`src/rtl/spi_pm_pkg.sv`:
```
// Package: shared register layout for the SPI slave engine.
// Assumes a 16-bit host register width and a one-bit address.
package spi_pm_pkg;
    localparam int REG_W        = 16;
    localparam int BIT_SLAVE    = 0;
    localparam int BIT_SSCTL    = 1;
    localparam int BIT_RXFULL   = 8;
    localparam int BIT_OVF      = 9;
    localparam int BIT_STOPIDLE = 13;
    localparam logic ADDR_DATA  = 1'b0;
    localparam logic ADDR_CTRL  = 1'b1;
endpackage

```
`src/rtl/spi_pm_sync.sv`:
```
// Module: multi-stage synchronizer for a vector of asynchronous inputs.
// Assumes each bit is independent (no bus coherence is needed).
module spi_pm_sync #(
    parameter int            W       = 3,
    parameter int            STAGES  = 2,
    parameter logic [W-1:0]  RST_VAL = '0
) (
    input  logic         clk,
    input  logic         rst_n,
    input  logic [W-1:0] d_i,
    output logic [W-1:0] q_o
);
    logic [W-1:0] chain [STAGES];

    // Shift the asynchronous inputs through the flop chain.
    always_ff @(posedge clk) begin
        if (!rst_n) begin
            for (int i = 0; i < STAGES; i++) chain[i] <= RST_VAL;
        end else begin
            chain[0] <= d_i;
            for (int i = 1; i < STAGES; i++) chain[i] <= chain[i-1];
        end
    end

    assign q_o = chain[STAGES-1];
endmodule

```
`src/rtl/spi_pm_shift.sv`:
```
// Module: serial shift engine. It holds the bit counter, the receive and
// transmit shift registers, select resynchronization, and sleep abort and
// idle freeze. Assumes synchronized inputs and the serial clock idling low.
module spi_pm_shift #(
    parameter int DATA_W = 8,
    localparam int CNT_W = $clog2(DATA_W)
) (
    input  logic              clk,
    input  logic              rst_n,
    input  logic              sck_s,
    input  logic              ss_n_s,
    input  logic              sdi_s,
    input  logic              slave_en,
    input  logic              ss_ctl_en,
    input  logic              sleep_i,
    input  logic              freeze_i,
    input  logic [DATA_W-1:0] tx_word,
    output logic              sdo_o,
    output logic              sdo_oe_o,
    output logic              tx_take_o,
    output logic              rx_done_o,
    output logic [DATA_W-1:0] rx_word_o,
    output logic [CNT_W-1:0]  cnt_o,
    output logic              ss_rise_o
);
    logic              sck_q, ss_q;
    logic [CNT_W-1:0]  cnt;
    logic [DATA_W-1:0] rsr, tsr;
    logic              selected, active, sck_rise, sck_fall, resync, last_bit;

    assign selected = !ss_ctl_en || !ss_n_s;
    assign active   = slave_en && selected && !sleep_i && !freeze_i;
    assign sck_rise = sck_s && !sck_q;
    assign sck_fall = !sck_s && sck_q;
    assign ss_rise_o = ss_n_s && !ss_q;
    assign resync   = slave_en && ss_ctl_en && ss_rise_o;
    assign last_bit = (cnt == CNT_W'(DATA_W - 1));

    // Keep the previous synchronized clock and select for edge detection.
    always_ff @(posedge clk) begin
        if (!rst_n) begin
            sck_q <= 1'b0;
            ss_q  <= 1'b1;
        end else begin
            sck_q <= sck_s;
            ss_q  <= ss_n_s;
        end
    end

    // Count bits, shift both directions, abort on sleep or select rise.
    always_ff @(posedge clk) begin
        if (!rst_n) begin
            cnt <= '0;
            rsr <= '0;
            tsr <= '0;
        end else if (sleep_i || resync || !slave_en) begin
            cnt <= '0;
        end else if (active) begin
            if (sck_rise) begin
                rsr <= {rsr[DATA_W-2:0], sdi_s};
                cnt <= last_bit ? '0 : cnt + 1'b1;
            end
            if (sck_fall && cnt != '0) tsr <= {tsr[DATA_W-2:0], 1'b0};
            else if (cnt == '0)        tsr <= tx_word;
        end
    end

    assign tx_take_o = active && sck_rise && (cnt == '0);
    assign rx_done_o = active && sck_rise && last_bit;
    assign rx_word_o = {rsr[DATA_W-2:0], sdi_s};
    assign sdo_o     = tsr[DATA_W-1];
    assign sdo_oe_o  = slave_en && selected;
    assign cnt_o     = cnt;
endmodule

```
`src/rtl/spi_pm_regs.sv`:
```
// Module: host-visible registers. Holds control bits, the transmit buffer with
// its pending flag, and the receive buffer with full and overflow flags.
// Assumes single-cycle host strobes synchronous to clk.
module spi_pm_regs
    import spi_pm_pkg::*;
#(
    parameter int DATA_W = 8
) (
    input  logic              clk,
    input  logic              rst_n,
    input  logic              wr_en_i,
    input  logic              wr_addr_i,
    input  logic [REG_W-1:0]  wr_data_i,
    input  logic              rd_en_i,
    input  logic              rd_addr_i,
    input  logic              tx_take_i,
    input  logic              rx_done_i,
    input  logic [DATA_W-1:0] rx_word_i,
    output logic [REG_W-1:0]  rd_data_o,
    output logic              slave_en_o,
    output logic              ss_ctl_en_o,
    output logic              stop_idle_o,
    output logic [DATA_W-1:0] tx_word_o,
    output logic              rx_full_o,
    output logic              ovf_o
);
    logic              wr_ctrl, wr_dat, rd_dat;
    logic [DATA_W-1:0] tx_buf, rx_buf;
    logic              tx_pend;

    assign wr_ctrl = wr_en_i && (wr_addr_i == ADDR_CTRL);
    assign wr_dat  = wr_en_i && (wr_addr_i == ADDR_DATA);
    assign rd_dat  = rd_en_i && (rd_addr_i == ADDR_DATA);

    // Control bits written by the host.
    always_ff @(posedge clk) begin
        if (!rst_n) begin
            slave_en_o  <= 1'b0;
            ss_ctl_en_o <= 1'b0;
            stop_idle_o <= 1'b0;
        end else if (wr_ctrl) begin
            slave_en_o  <= wr_data_i[BIT_SLAVE];
            ss_ctl_en_o <= wr_data_i[BIT_SSCTL];
            stop_idle_o <= wr_data_i[BIT_STOPIDLE];
        end
    end

    // Transmit buffer and its pending flag, consumed at byte start.
    always_ff @(posedge clk) begin
        if (!rst_n) begin
            tx_buf  <= '0;
            tx_pend <= 1'b0;
        end else if (wr_dat) begin
            tx_buf  <= wr_data_i[DATA_W-1:0];
            tx_pend <= 1'b1;
        end else if (tx_take_i) begin
            tx_pend <= 1'b0;
        end
    end

    // Receive buffer with full and overflow tracking.
    always_ff @(posedge clk) begin
        if (!rst_n) begin
            rx_buf    <= '0;
            rx_full_o <= 1'b0;
            ovf_o     <= 1'b0;
        end else begin
            if (rd_dat) rx_full_o <= 1'b0;
            if (wr_ctrl && !wr_data_i[BIT_OVF]) ovf_o <= 1'b0;
            if (rx_done_i) begin
                if (rx_full_o) begin
                    ovf_o <= 1'b1;
                end else begin
                    rx_buf    <= rx_word_i;
                    rx_full_o <= 1'b1;
                end
            end
        end
    end

    assign tx_word_o = tx_pend ? tx_buf : '0;

    // Read multiplexer for the two host addresses.
    always_comb begin
        rd_data_o = '0;
        if (rd_addr_i == ADDR_DATA) begin
            rd_data_o[DATA_W-1:0] = rx_buf;
        end else begin
            rd_data_o[BIT_SLAVE]    = slave_en_o;
            rd_data_o[BIT_SSCTL]    = ss_ctl_en_o;
            rd_data_o[BIT_RXFULL]   = rx_full_o;
            rd_data_o[BIT_OVF]      = ovf_o;
            rd_data_o[BIT_STOPIDLE] = stop_idle_o;
        end
    end
endmodule

```
`src/rtl/spi_slave_pm.sv`:
```
// Module: top of the SPI slave engine with power-mode control.
// Assumes the serial clock idles low (sample on rise, change on fall).
module spi_slave_pm
    import spi_pm_pkg::*;
#(
    parameter int DATA_W    = 8,
    parameter int SYNC_DEPTH = 2,
    localparam int CNT_W    = $clog2(DATA_W)
) (
    input  logic        clk,
    input  logic        rst_n,
    input  logic        sck_i,
    input  logic        ss_n_i,
    input  logic        sdi_i,
    output logic        sdo_o,
    output logic        sdo_oe_o,
    input  logic        sleep_i,
    input  logic        idle_i,
    input  logic        wr_en_i,
    input  logic        wr_addr_i,
    input  logic [15:0] wr_data_i,
    input  logic        rd_en_i,
    input  logic        rd_addr_i,
    output logic [15:0] rd_data_o
);
    logic              sck_s, ss_n_s, sdi_s;
    logic              slave_en, ss_ctl_en, stop_idle, freeze;
    logic              tx_take, rx_done, rx_full, ovf, ss_rise;
    logic [DATA_W-1:0] tx_word, rx_word;
    logic [CNT_W-1:0]  cnt;
    logic              rd_clr, ovf_clr;

    assign freeze  = idle_i && stop_idle;
    assign rd_clr  = rd_en_i && (rd_addr_i == ADDR_DATA);
    assign ovf_clr = wr_en_i && (wr_addr_i == ADDR_CTRL) && !wr_data_i[BIT_OVF];

    spi_pm_sync #(.W(3), .STAGES(SYNC_DEPTH), .RST_VAL(3'b010)) i_sync (
        .clk   (clk),
        .rst_n (rst_n),
        .d_i   ({sck_i, ss_n_i, sdi_i}),
        .q_o   ({sck_s, ss_n_s, sdi_s})
    );

    spi_pm_shift #(.DATA_W(DATA_W)) i_shift (
        .clk       (clk),
        .rst_n     (rst_n),
        .sck_s     (sck_s),
        .ss_n_s    (ss_n_s),
        .sdi_s     (sdi_s),
        .slave_en  (slave_en),
        .ss_ctl_en (ss_ctl_en),
        .sleep_i   (sleep_i),
        .freeze_i  (freeze),
        .tx_word   (tx_word),
        .sdo_o     (sdo_o),
        .sdo_oe_o  (sdo_oe_o),
        .tx_take_o (tx_take),
        .rx_done_o (rx_done),
        .rx_word_o (rx_word),
        .cnt_o     (cnt),
        .ss_rise_o (ss_rise)
    );

    spi_pm_regs #(.DATA_W(DATA_W)) i_regs (
        .clk         (clk),
        .rst_n       (rst_n),
        .wr_en_i     (wr_en_i),
        .wr_addr_i   (wr_addr_i),
        .wr_data_i   (wr_data_i),
        .rd_en_i     (rd_en_i),
        .rd_addr_i   (rd_addr_i),
        .tx_take_i   (tx_take),
        .rx_done_i   (rx_done),
        .rx_word_i   (rx_word),
        .rd_data_o   (rd_data_o),
        .slave_en_o  (slave_en),
        .ss_ctl_en_o (ss_ctl_en),
        .stop_idle_o (stop_idle),
        .tx_word_o   (tx_word),
        .rx_full_o   (rx_full),
        .ovf_o       (ovf)
    );
endmodule

```
`config.mk`:
```
export PLATFORM = sky130hd
export DESIGN_NAME = spi_slave_pm
export DESIGN_NICKNAME = d
export VERILOG_FILES = /design/src/rtl/spi_pm_pkg.sv /design/src/rtl/spi_pm_sync.sv /design/src/rtl/spi_pm_shift.sv /design/src/rtl/spi_pm_regs.sv /design/src/rtl/spi_slave_pm.sv
export SDC_FILE = /design/constraint.sdc
export NUM_CORES = 1
export LEC_CHECK = 0
export ABC_AREA = 1
export CORE_UTILIZATION = 50
export DETAILED_ROUTE_END_ITERATION = 6
export PLACE_DENSITY = 0.8
export SLEW_MARGIN = 20
export SYNTH_ARGS = -nofsm -noshare
export SYNTH_HDL_FRONTEND = slang
export SYNTH_SLANG_ARGS = --single-unit
```
`constraint.sdc`:
```
create_clock -name clk -period 1.5 [get_ports clk]
set_input_delay 0.3 -clock clk [delete_from_list [all_inputs] [get_ports clk]]
set_output_delay 0.3 -clock clk [all_outputs]
set_load 0.005 [all_outputs]
```
==> results_dict.tcl, run 1 <==
set metrics [dict create \
    status "complete, no violations" \
    vdd_drop_max_v 0.000786 \
    hold_class "reg -> reg" \
    wirelength_um 4370 \
    cp-end-kind "register" \
    ys_types 24 \
    critPathRequiredTime_ns 1.70 \
    areaGrowthSynthToFinish_pct 27.3 \
    diodes 0 \
    h-tree-depth 2 \
    final.period_utilization 0.962 \
    synth_compound_gate_area_share 0.117 \
    cts_tree "built" \
    critPathArrivalTime_ns 1.64 \
    share_comb_of_total_power 0.082 \
    holdBufCountCts 0 \
    grt_pass1_vias 1668 \
    via_count 1831 \
    yosys.area_share.adder 0.0183 \
    synthCells 286 \
    post_drt_wl_per_cell_um 11.5 \
    r2r_end "i_regs.rx_buf[4]" \
    route.detailed.drc 0 \
    die_w_um 66.1 \
    finalClockSkew_ns 0.00338 \
    placementRows 22 \
    final_area_um2 2620 \
    initialDrtViolationCount 132 \
    cp_slowest_cell "dfxtp_1" \
    power.total_mw 2.55 \
    multiInputGateArea_um2 910 \
    netlist_top_cells_area "dfxtp_1 (47%), nor2_1 (12%), nand2_1 (9.9%)" \
    dr.pass1.iters 4 \
    cp_max_fo 8 \
    yosysWarnings 0 \
    clk_latency_ns 0.30 \
    ant_nets 0 \
    power_leakage_nw 1.30 \
    port_buffers 33 \
    synth_top_cell_area_share 0.467 \
    floorplan.initialDensity 0.541 \
    clk_pin_slew_ns 0.08 \
    power_density_nw_per_um2 975 \
    crit_path_start_kind "register" \
    fin_ws_ns 0.0571 \
    critPathLaunch "i_shift.cnt_o[0]" \
    drv_cap 0 \
    gr-usage-met1 0.274 \
    slew_violations 0 \
    dieArea_um2 4370 \
    synth_mux_area_frac 0 \
    antenna_found_initial 0 \
    switchingPower_mw 0.542 \
    max_clock_freq_mhz 693 \
    gr-usage-met2 0.330 \
    grt_max_degree 32 \
    routed_via_density 4.81 \
    cts-root-buf "clkbuf_8" \
    pin_count 45 \
    top_usage_layer "met2" \
    hpwl_um 2860 \
    period_needed_ns 1.44 \
    dpl_cell_area_um2 2450 \
    synth_xor_xnor_area_share 0 \
    clockBufferDepth 2 \
    synth_top_family_by_area "simple AND/OR/NAND/NOR gates" \
    drive_gt1_frac 0.129 \
    yosys.area_share.simple 0.284 \
    fin_hold_ws_ns 0.420 \
    setup_viol 0 \
    netlist_area_um2 2060 \
    crit_chain "ha_1, ha_1, nand4_2, nor2_1, nor2_1" \
    p_sw_frac 0.213 \
    yosysSeqAreaShare 0.467 \
    pre_cts_ws_ns -0.419 \
    die_h_um 66.1 \
    ys_ff_latch 48 \
    gp_congestion 0.742 \
    core_um2 3800 \
    track_usage 0.214 \
    yosysTopAreaCell "dfxtp_1" \
    grt_pass1_wl_um 7040 \
    p_seq_frac 0.525 \
    r2r_slack_ns 0.06 \
    seq_area_um2 967 \
    p_clk_frac 0.393 \
    hold_violations 0 \
    intPower_mw 2.01 \
    criticalPathCategory "reg -> reg" \
    reg2regPathDepth 5 \
    nNetsFinal 362 \
    grt_remaining_overflow 0 \
    fillerInstances 326 \
    cts_made_buffers 5 \
    cts.sinks 48 \
    syn_area_per_cell_um2 7.19 \
    r2r_start "i_shift.cnt_o[0]" \
    slowest_delay_ns 0.38 \
    grt_setup_unrepaired "yes" \
    met3_usage 0.0552 \
    endpoint "i_regs.rx_buf[4]" \
]
-- cells by family (layout without fill, tap and decap cells) --
logic type	Yosys count	in the layout
other	1	5
and+or+nand+nor	139	141
adders and majority gates	3	3
AOI/OAI and AO/OA	48	48
DFF	48	48
buffers and inverters	47	88
-- metrics by stage --
stage / setup TNS, ns / instances / utilization
after global placement: -6.20 / 368 / 0.644
after global routing: -0.0897 / 381 / 0.689
after detailed placement: -7.05 / 368 / 0.644
after CTS: 0 / 378 / 0.680
after floorplan: 0 / 290 / -
final: 0 / 381 / 0.689
-- critical path: cells and delay by family, from the launching register on --
kind | cells | cell delay (ns)
simple gates | 3 | 0.51
fa+ha+maj | 2 | 0.45
flops | 1 | 0.38
-- worst min path at each step --
| stage | from | endpoint | slack [ns] | cells past startpoint |
|---|---|---|---|---|
| after floorplan | i_sync.chain[0][0] | i_sync.chain[0][3] | 0.39 | 2 |
| after global placement | i_sync.chain[0][2] | i_sync.chain[0][5] | 0.39 | 2 |
| after detailed placement | i_sync.chain[0][0] | i_sync.chain[0][3] | 0.40 | 2 |
| after CTS | i_sync.chain[0][0] | i_sync.chain[0][3] | 0.42 | 2 |
| after global routing | i_sync.chain[0][2] | i_sync.chain[0][5] | 0.44 | 2 |
| final | i_sync.chain[0][0] | i_sync.chain[0][3] | 0.42 | 2 |
-- power by group through the flow --
stage / clock [mW] / sequential [mW] / combinational, mW
floorplan: 0 / 1.36 / 0.115
global placement: 0 / 1.37 / 0.199
detailed placement: 0 / 1.37 / 0.203
CTS: 1.02 / 1.34 / 0.204
global route: 1.08 / 1.34 / 0.235
finish: 1.00 / 1.34 / 0.210
-- synth_stat cells, drive strengths merged --
library cell	n
nor3	1
dfxtp	48
clkinv	1
nand3	7
nor2	70
nand2	55
o21ai	25
conb	1
clkbuf	5
or2	3
buf	11
nand4	2
nand3b	1
a21oi	23
inv	30
ha	3
-- placed cells by master (no fill, tap or decap), types with 5 or more instances in the layout --
master	netlist	routed
conb_1	1	5
buf_4	5	15
o21ai_0	23	22
dlygate4sd2_1	0	12
nand2_1	54	53
inv_1	29	29
dfxtp_2	0	5
nand3_1	7	7
clkdlybuf4s50_1	0	20
nor2_1	67	67
a21oi_1	23	23
dfxtp_1	48	43
clkbuf_8	0	7
-- repair_timing --
action,CTS,global route
buffers inserted,2,1
pin swaps,0,2
endpoints found under the setup margin,13,11
gates cloned,0,2
gates resized for setup,23,3
-- metal layers --
metal,routed length [um],vias up
met5,0,-
met4,86,0
met3,222,7
met2,1900,46
met1,2170,809
li1,-,969
-- final cells by class --
class / instances / area share
inverters: 31 / 0.0454
clock buffers: 7 / 0.0368
flip-flops and latches: 48 / 0.370
multi-input cells: 197 / 0.348
clock inverters: 1 / 0.0115
well taps: 48 / 0.0230
repair buffers: 49 / 0.166
-- registers in the layout, summed over array words and instances, names as in the netlist --
signal	flops
i_regs.rx_buf	8
i_regs.tx_pend	1
i_sync.chain	6
i_shift.sck_q	1
i_regs.tx_buf	8
i_shift.cnt_o	3
i_regs.ovf_o	1
i_regs.ss_ctl_en_o	1
i_regs.rx_full_o	1
i_shift.tsr	8
i_regs.stop_idle_o	1
i_regs.slave_en_o	1
i_shift.ss_q	1
i_shift.rsr	7
(Power assumes the default switching activity.)
==> run 2: changes to the inputs <==
--- a/config.mk
+++ b/config.mk
@@ -6,9 +6,12 @@
 export NUM_CORES = 1
 export LEC_CHECK = 0
 export ABC_AREA = 1
+export CAP_MARGIN = 20
+export CORE_ASPECT_RATIO = 0.75
 export CORE_UTILIZATION = 50
 export DETAILED_ROUTE_END_ITERATION = 6
 export PLACE_DENSITY = 0.8
+export SETUP_SLACK_MARGIN = 0.3
 export SLEW_MARGIN = 20
 export SYNTH_ARGS = -nofsm -noshare
 export SYNTH_HDL_FRONTEND = slang
==> results_dict.tcl, run 2 (same netlist as run 1, synthesis figures left out) <==
set metrics [dict create \
    clockBufferDepth 2 \
    clk_latency_ns 0.31 \
    initialDrtViolationCount 147 \
    core_um2 3800 \
    placementRows 19 \
    final.period_utilization 0.927 \
    pin_count 45 \
    grt_remaining_overflow 0 \
    route.detailed.drc 0 \
    hpwl_um 2980 \
    setup_viol 0 \
    holdBufCountCts 0 \
    wirelength_um 6000 \
    biggestRegsByFlops "i_regs.rx_buf x8, i_regs.tx_buf x8, i_shift.tsr x8" \
    h-tree-depth 2 \
    dpl_cell_area_um2 2460 \
    max_clock_freq_mhz 719 \
    areaGrowthSynthToFinish_pct 45.6 \
    die_h_um 57.5 \
    fillerInstances 225 \
    floorplan.initialDensity 0.540 \
    criticalPathCategory "reg -> reg" \
    cp_max_fo 8 \
    cts_tree "built" \
    power_leakage_nw 1.38 \
    dieArea_um2 4370 \
    track_usage 0.267 \
    cp_slowest_cell "dfxtp_2" \
    post_drt_wl_per_cell_um 15.1 \
    cts.sinks 48 \
    cts_made_buffers 5 \
    drv_cap 0 \
    critPathArrivalTime_ns 1.64 \
    dr.pass1.iters 4 \
    grt_pass1_vias 1911 \
    final_common_cell "nor2_1" \
    crit_family "simple AND/OR/NAND/NOR gates" \
    hold_class "reg -> reg" \
    crit_chain "buf_6, nand2_2, nand2_2, nor2_4, buf_6, nand4_4, nand2_1, nand2_1, nor2_1" \
    gp_congestion 0.788 \
    port_buffers 33 \
    power.total_mw 2.56 \
    final_cell_mix "nor2_1 (63), nand2_1 (36), dfxtp_1 (35)" \
    die_w_um 76.0 \
    via_count 2091 \
    critPathRequiredTime_ns 1.75 \
    grt_pass1_wl_um 8950 \
    antenna_found_initial 0 \
    cp_num_buf_inv 2 \
    grt_setup_unrepaired "yes" \
    hold_violations 0 \
    finalClockSkew_ns 0.00598 \
    crit_path_start_kind "register" \
    grt_max_degree 32 \
    nNetsFinal 374 \
    ant_nets 0 \
    cts-root-buf "clkbuf_8" \
    vdd_drop_max_v 0.000680 \
    slew_violations 0 \
    clk_pin_slew_ns 0.09 \
    drive_gt1_frac 0.362 \
    slowest_delay_ns 0.33 \
    final_area_um2 2990 \
    status "complete, no violations" \
    routed_via_density 5.27 \
    period_needed_ns 1.39 \
    cp-end-kind "register" \
    diodes 0 \
    power_density_nw_per_um2 855 \
]
## run 2: cell count changes in the layout (fill, tap and decap cells not counted), sizes merged
cell           previous run  this run
clkinv                    1         2
buf                      17        39
clkdlybuf4s50            20        17
dlymetal6s2s              0         2
clkdlybuf4s15             0         1
clkbuf                    7         6
nand2                    56        57
nand4                     3         4
dlygate4sd2              12         0
## run 2: path summary, 6_finish.rpt
| path | from | slack, ns | cells past startpoint | to |
|---|---|---|---|---|
| worst max-delay path | i_regs.stop_idle_o | 0.11 | 9 | i_regs.rx_buf[1] |
| worst min-delay path | i_sync.chain[0][2] | 0.42 | 2 | i_sync.chain[0][5] |
| worst max register to register | i_regs.stop_idle_o | 0.11 | 9 | i_regs.rx_buf[1] |
| worst min register to register | i_sync.chain[0][2] | 0.42 | 2 | i_sync.chain[0][5] |
## run 2: area by class of cell
| cell class | instances | area (um^2) | share of cell area |
|---|---|---|---|
| flip-flops and latches | 48 | 985 | 0.329 |
| well taps | 52 | 65.1 | 0.0217 |
| multi-input cells | 199 | 1150 | 0.386 |
| clock buffers | 6 | 72.6 | 0.0242 |
| inverters | 31 | 129 | 0.0430 |
| repair buffers | 59 | 553 | 0.185 |
| clock inverters | 2 | 35.0 | 0.0117 |
## run 2: through the flow
stage / setup TNS (ns) / hold WS, ns / setup slack (ns) / utilization / cells
3_3_place_gp: -6.87 / 0.392 / -0.403 / 0.646 / 372
2_1_floorplan: 0 / 0.390 / 0.303 / - / 290
5_1_grt: 0 / 0.458 / 0.0416 / 0.787 / 397
3_5_place_dp: -7.04 / 0.406 / -0.441 / 0.646 / 372
6_report: 0 / 0.421 / 0.110 / 0.787 / 397
4_1_cts: 0 / 0.426 / 0.152 / 0.741 / 393
## run 2: tightest hold or removal path, cell delays in order (launching register included)
cell and delay (ns):
dfxtp_1 0.31, nand2_1 0.06, inv_1 0.03
## run 2: power breakdown
| group | internal, mW | switching (mW) |
|---|---|---|
| clock network | 0.495 | 0.435 |
| registers | 1.31 | 0.0301 |
| logic | 0.143 | 0.145 |
## run 2: what timing repair did
item	CTS	global route
setup buffers	9	4
cloned	4	0
setup endpoints to repair	41	46
pin swaps	15	15
gates resized for setup	109	52
## run 2: metal layers
metal  wire length, um  up-vias  global-route usage
li1                  -     1006                   -
met1              2360      939               0.321
met2              2850      122               0.455
met3               538       24              0.0624
met4               245        0               0.137
met5                 0        -                   0
==> run 3: changes to the inputs <==
--- a/config.mk
+++ b/config.mk
@@ -10,7 +10,7 @@
 export CORE_ASPECT_RATIO = 0.75
 export CORE_UTILIZATION = 50
 export DETAILED_ROUTE_END_ITERATION = 6
-export PLACE_DENSITY = 0.8
+export PLACE_DENSITY = 0.79
 export SETUP_SLACK_MARGIN = 0.3
 export SLEW_MARGIN = 20
 export SYNTH_ARGS = -nofsm -noshare
==> results_dict.tcl, run 3 (same netlist as run 1, synthesis figures left out) <==
set metrics [dict create \
    final_cell_mix "nor2_1 (60), nand2_1 (43), dfxtp_1 (36)" \
    routed_via_density 5.15 \
    pre_cts_ws_ns -0.389 \
    cts_made_buffers 5 \
    gr-usage-met1 0.313 \
    slew_violations 0 \
    nNetsFinal 375 \
    grt_remaining_overflow 0 \
    antenna_found_initial 0 \
    tns_ns 0 \
    met3_usage 0.0464 \
    diodes 0 \
    via_count 2048 \
    die_w_um 76.0 \
    biggestRegsByFlops "i_regs.rx_buf x8, i_regs.tx_buf x8, i_shift.tsr x8" \
    route.detailed.drc 0 \
    crit_path_start_kind "register" \
    fin_ws_ns 0.113 \
    criticalPathCategory "reg -> reg" \
    critPathRequiredTime_ns 1.70 \
    core_um2 3800 \
    vdd_drop_max_v 0.000629 \
    fin_cells 398 \
    critPathLaunch "i_shift.cnt_o[1]" \
    hold_depth 2 \
    cts-root-buf "clkbuf_8" \
    h-tree-depth 2 \
    pin_count 45 \
    hold_violations 0 \
    fin_hold_ws_ns 0.417 \
    cts_tree "built" \
    placedCellCount 372 \
    hp-start "i_sync.chain[0][2]" \
    drive_gt1_frac 0.318 \
    setup_viol 0 \
    status "complete, no violations" \
    top_usage_layer "met2" \
    wirelength_um 5660 \
    gr-usage-met2 0.414 \
    final.period_utilization 0.925 \
    gp_congestion 0.788 \
    critPathArrivalTime_ns 1.59 \
    reg2regPathDepth 8 \
    floorplan.initialDensity 0.540 \
    cp-end-kind "register" \
    final_common_cell "nor2_1" \
    clockBufferDepth 2 \
    dieArea_um2 4370 \
    ant_nets 0 \
    period_needed_ns 1.39 \
    cp_max_fo 8 \
    fillerInstances 286 \
    post_drt_wl_per_cell_um 14.2 \
    areaGrowthSynthToFinish_pct 37.5 \
    port_buffers 33 \
    cts.sinks 48 \
    grt_pass1_vias 1820 \
    hpwl_um 2970 \
    hold_class "reg -> reg" \
    finalClockSkew_ns 0.00731 \
    initialDrtViolationCount 148 \
    power_density_nw_per_um2 837 \
    grt_setup_unrepaired "yes" \
    holdBufCountCts 0 \
    drv_cap 0 \
    placementRows 19 \
    r2r_start "i_shift.cnt_o[1]" \
    clk_pin_slew_ns 0.09 \
    power_leakage_nw 1.33 \
    track_usage 0.241 \
    grt_max_degree 32 \
    grt_pass1_wl_um 8270 \
    dr.pass1.iters 4 \
    max_clock_freq_mhz 721 \
    die_h_um 57.5 \
    clk_latency_ns 0.30 \
]
[run 3: cell count changes in the layout (fill, tap and decap cells not counted), moves of 3 or more]
cell / previous run / this run
o21ai_2: 10 / 3
nor2_2: 4 / 8
nand2_2: 16 / 11
inv_2: 8 / 5
nand2_1: 36 / 43
nor2_1: 63 / 60
o21ai_0: 12 / 18
[run 3: per-layer routing]
layer | vias to the layer above | wire [um] | part of all wire
li1 | 1004 | - | -
met1 | 922 | 2360 | 0.42
met2 | 99 | 2630 | 0.47
met3 | 23 | 434 | 0.077
met4 | 0 | 227 | 0.040
met5 | - | 0 | 0
[run 3: report_power, final]
part           switching (mW)  internal (mW)
clock network           0.438          0.325
logic                   0.132          0.132
registers              0.0260           1.31
[run 3: cell type report]
cell class	count	area, um^2	area share
clock buffer	5	68.8	0.0243
clock inverter	3	18.8	0.00664
inverter	31	121	0.0429
multi-input combinational	199	1040	0.370
sequential	48	978	0.346
tap	52	65.1	0.0230
timing repair buffer	60	529	0.187
[run 3: worst paths after layout]
| check | slack [ns] | to |
|---|---|---|
| max | 0.11 | i_shift.tsr[3] |
| min | 0.42 | i_sync.chain[0][5] |
| max reg2reg | 0.11 | i_shift.tsr[3] |
| min reg2reg | 0.42 | i_sync.chain[0][5] |
[run 3: worst max-delay path: stages, from the launching register on]
cell	delay [ns]
dfxtp_1	0.36
inv_1	0.10
ha_2	0.22
nand2_4	0.10
o21ai_2	0.10
nand2_4	0.13
inv_6	0.05
o21ai_0	0.16
nor2_1	0.07
[run 3: metrics by stage]
step	total power [mW]	util	cell area, um^2
global route	2.45	0.743	2830
CTS	2.35	0.710	2700
finish	2.37	0.743	2830
floorplan	1.47	-	2080
detailed placement	1.57	0.646	2460
global placement	1.57	0.646	2460
[run 3: what timing repair did]
item                       4_1_cts  5_1_grt
cloned                           3        1
setup endpoints to repair       41       39
setup buffers                    9        5
pin swaps                        9       14
resized for setup               77       47
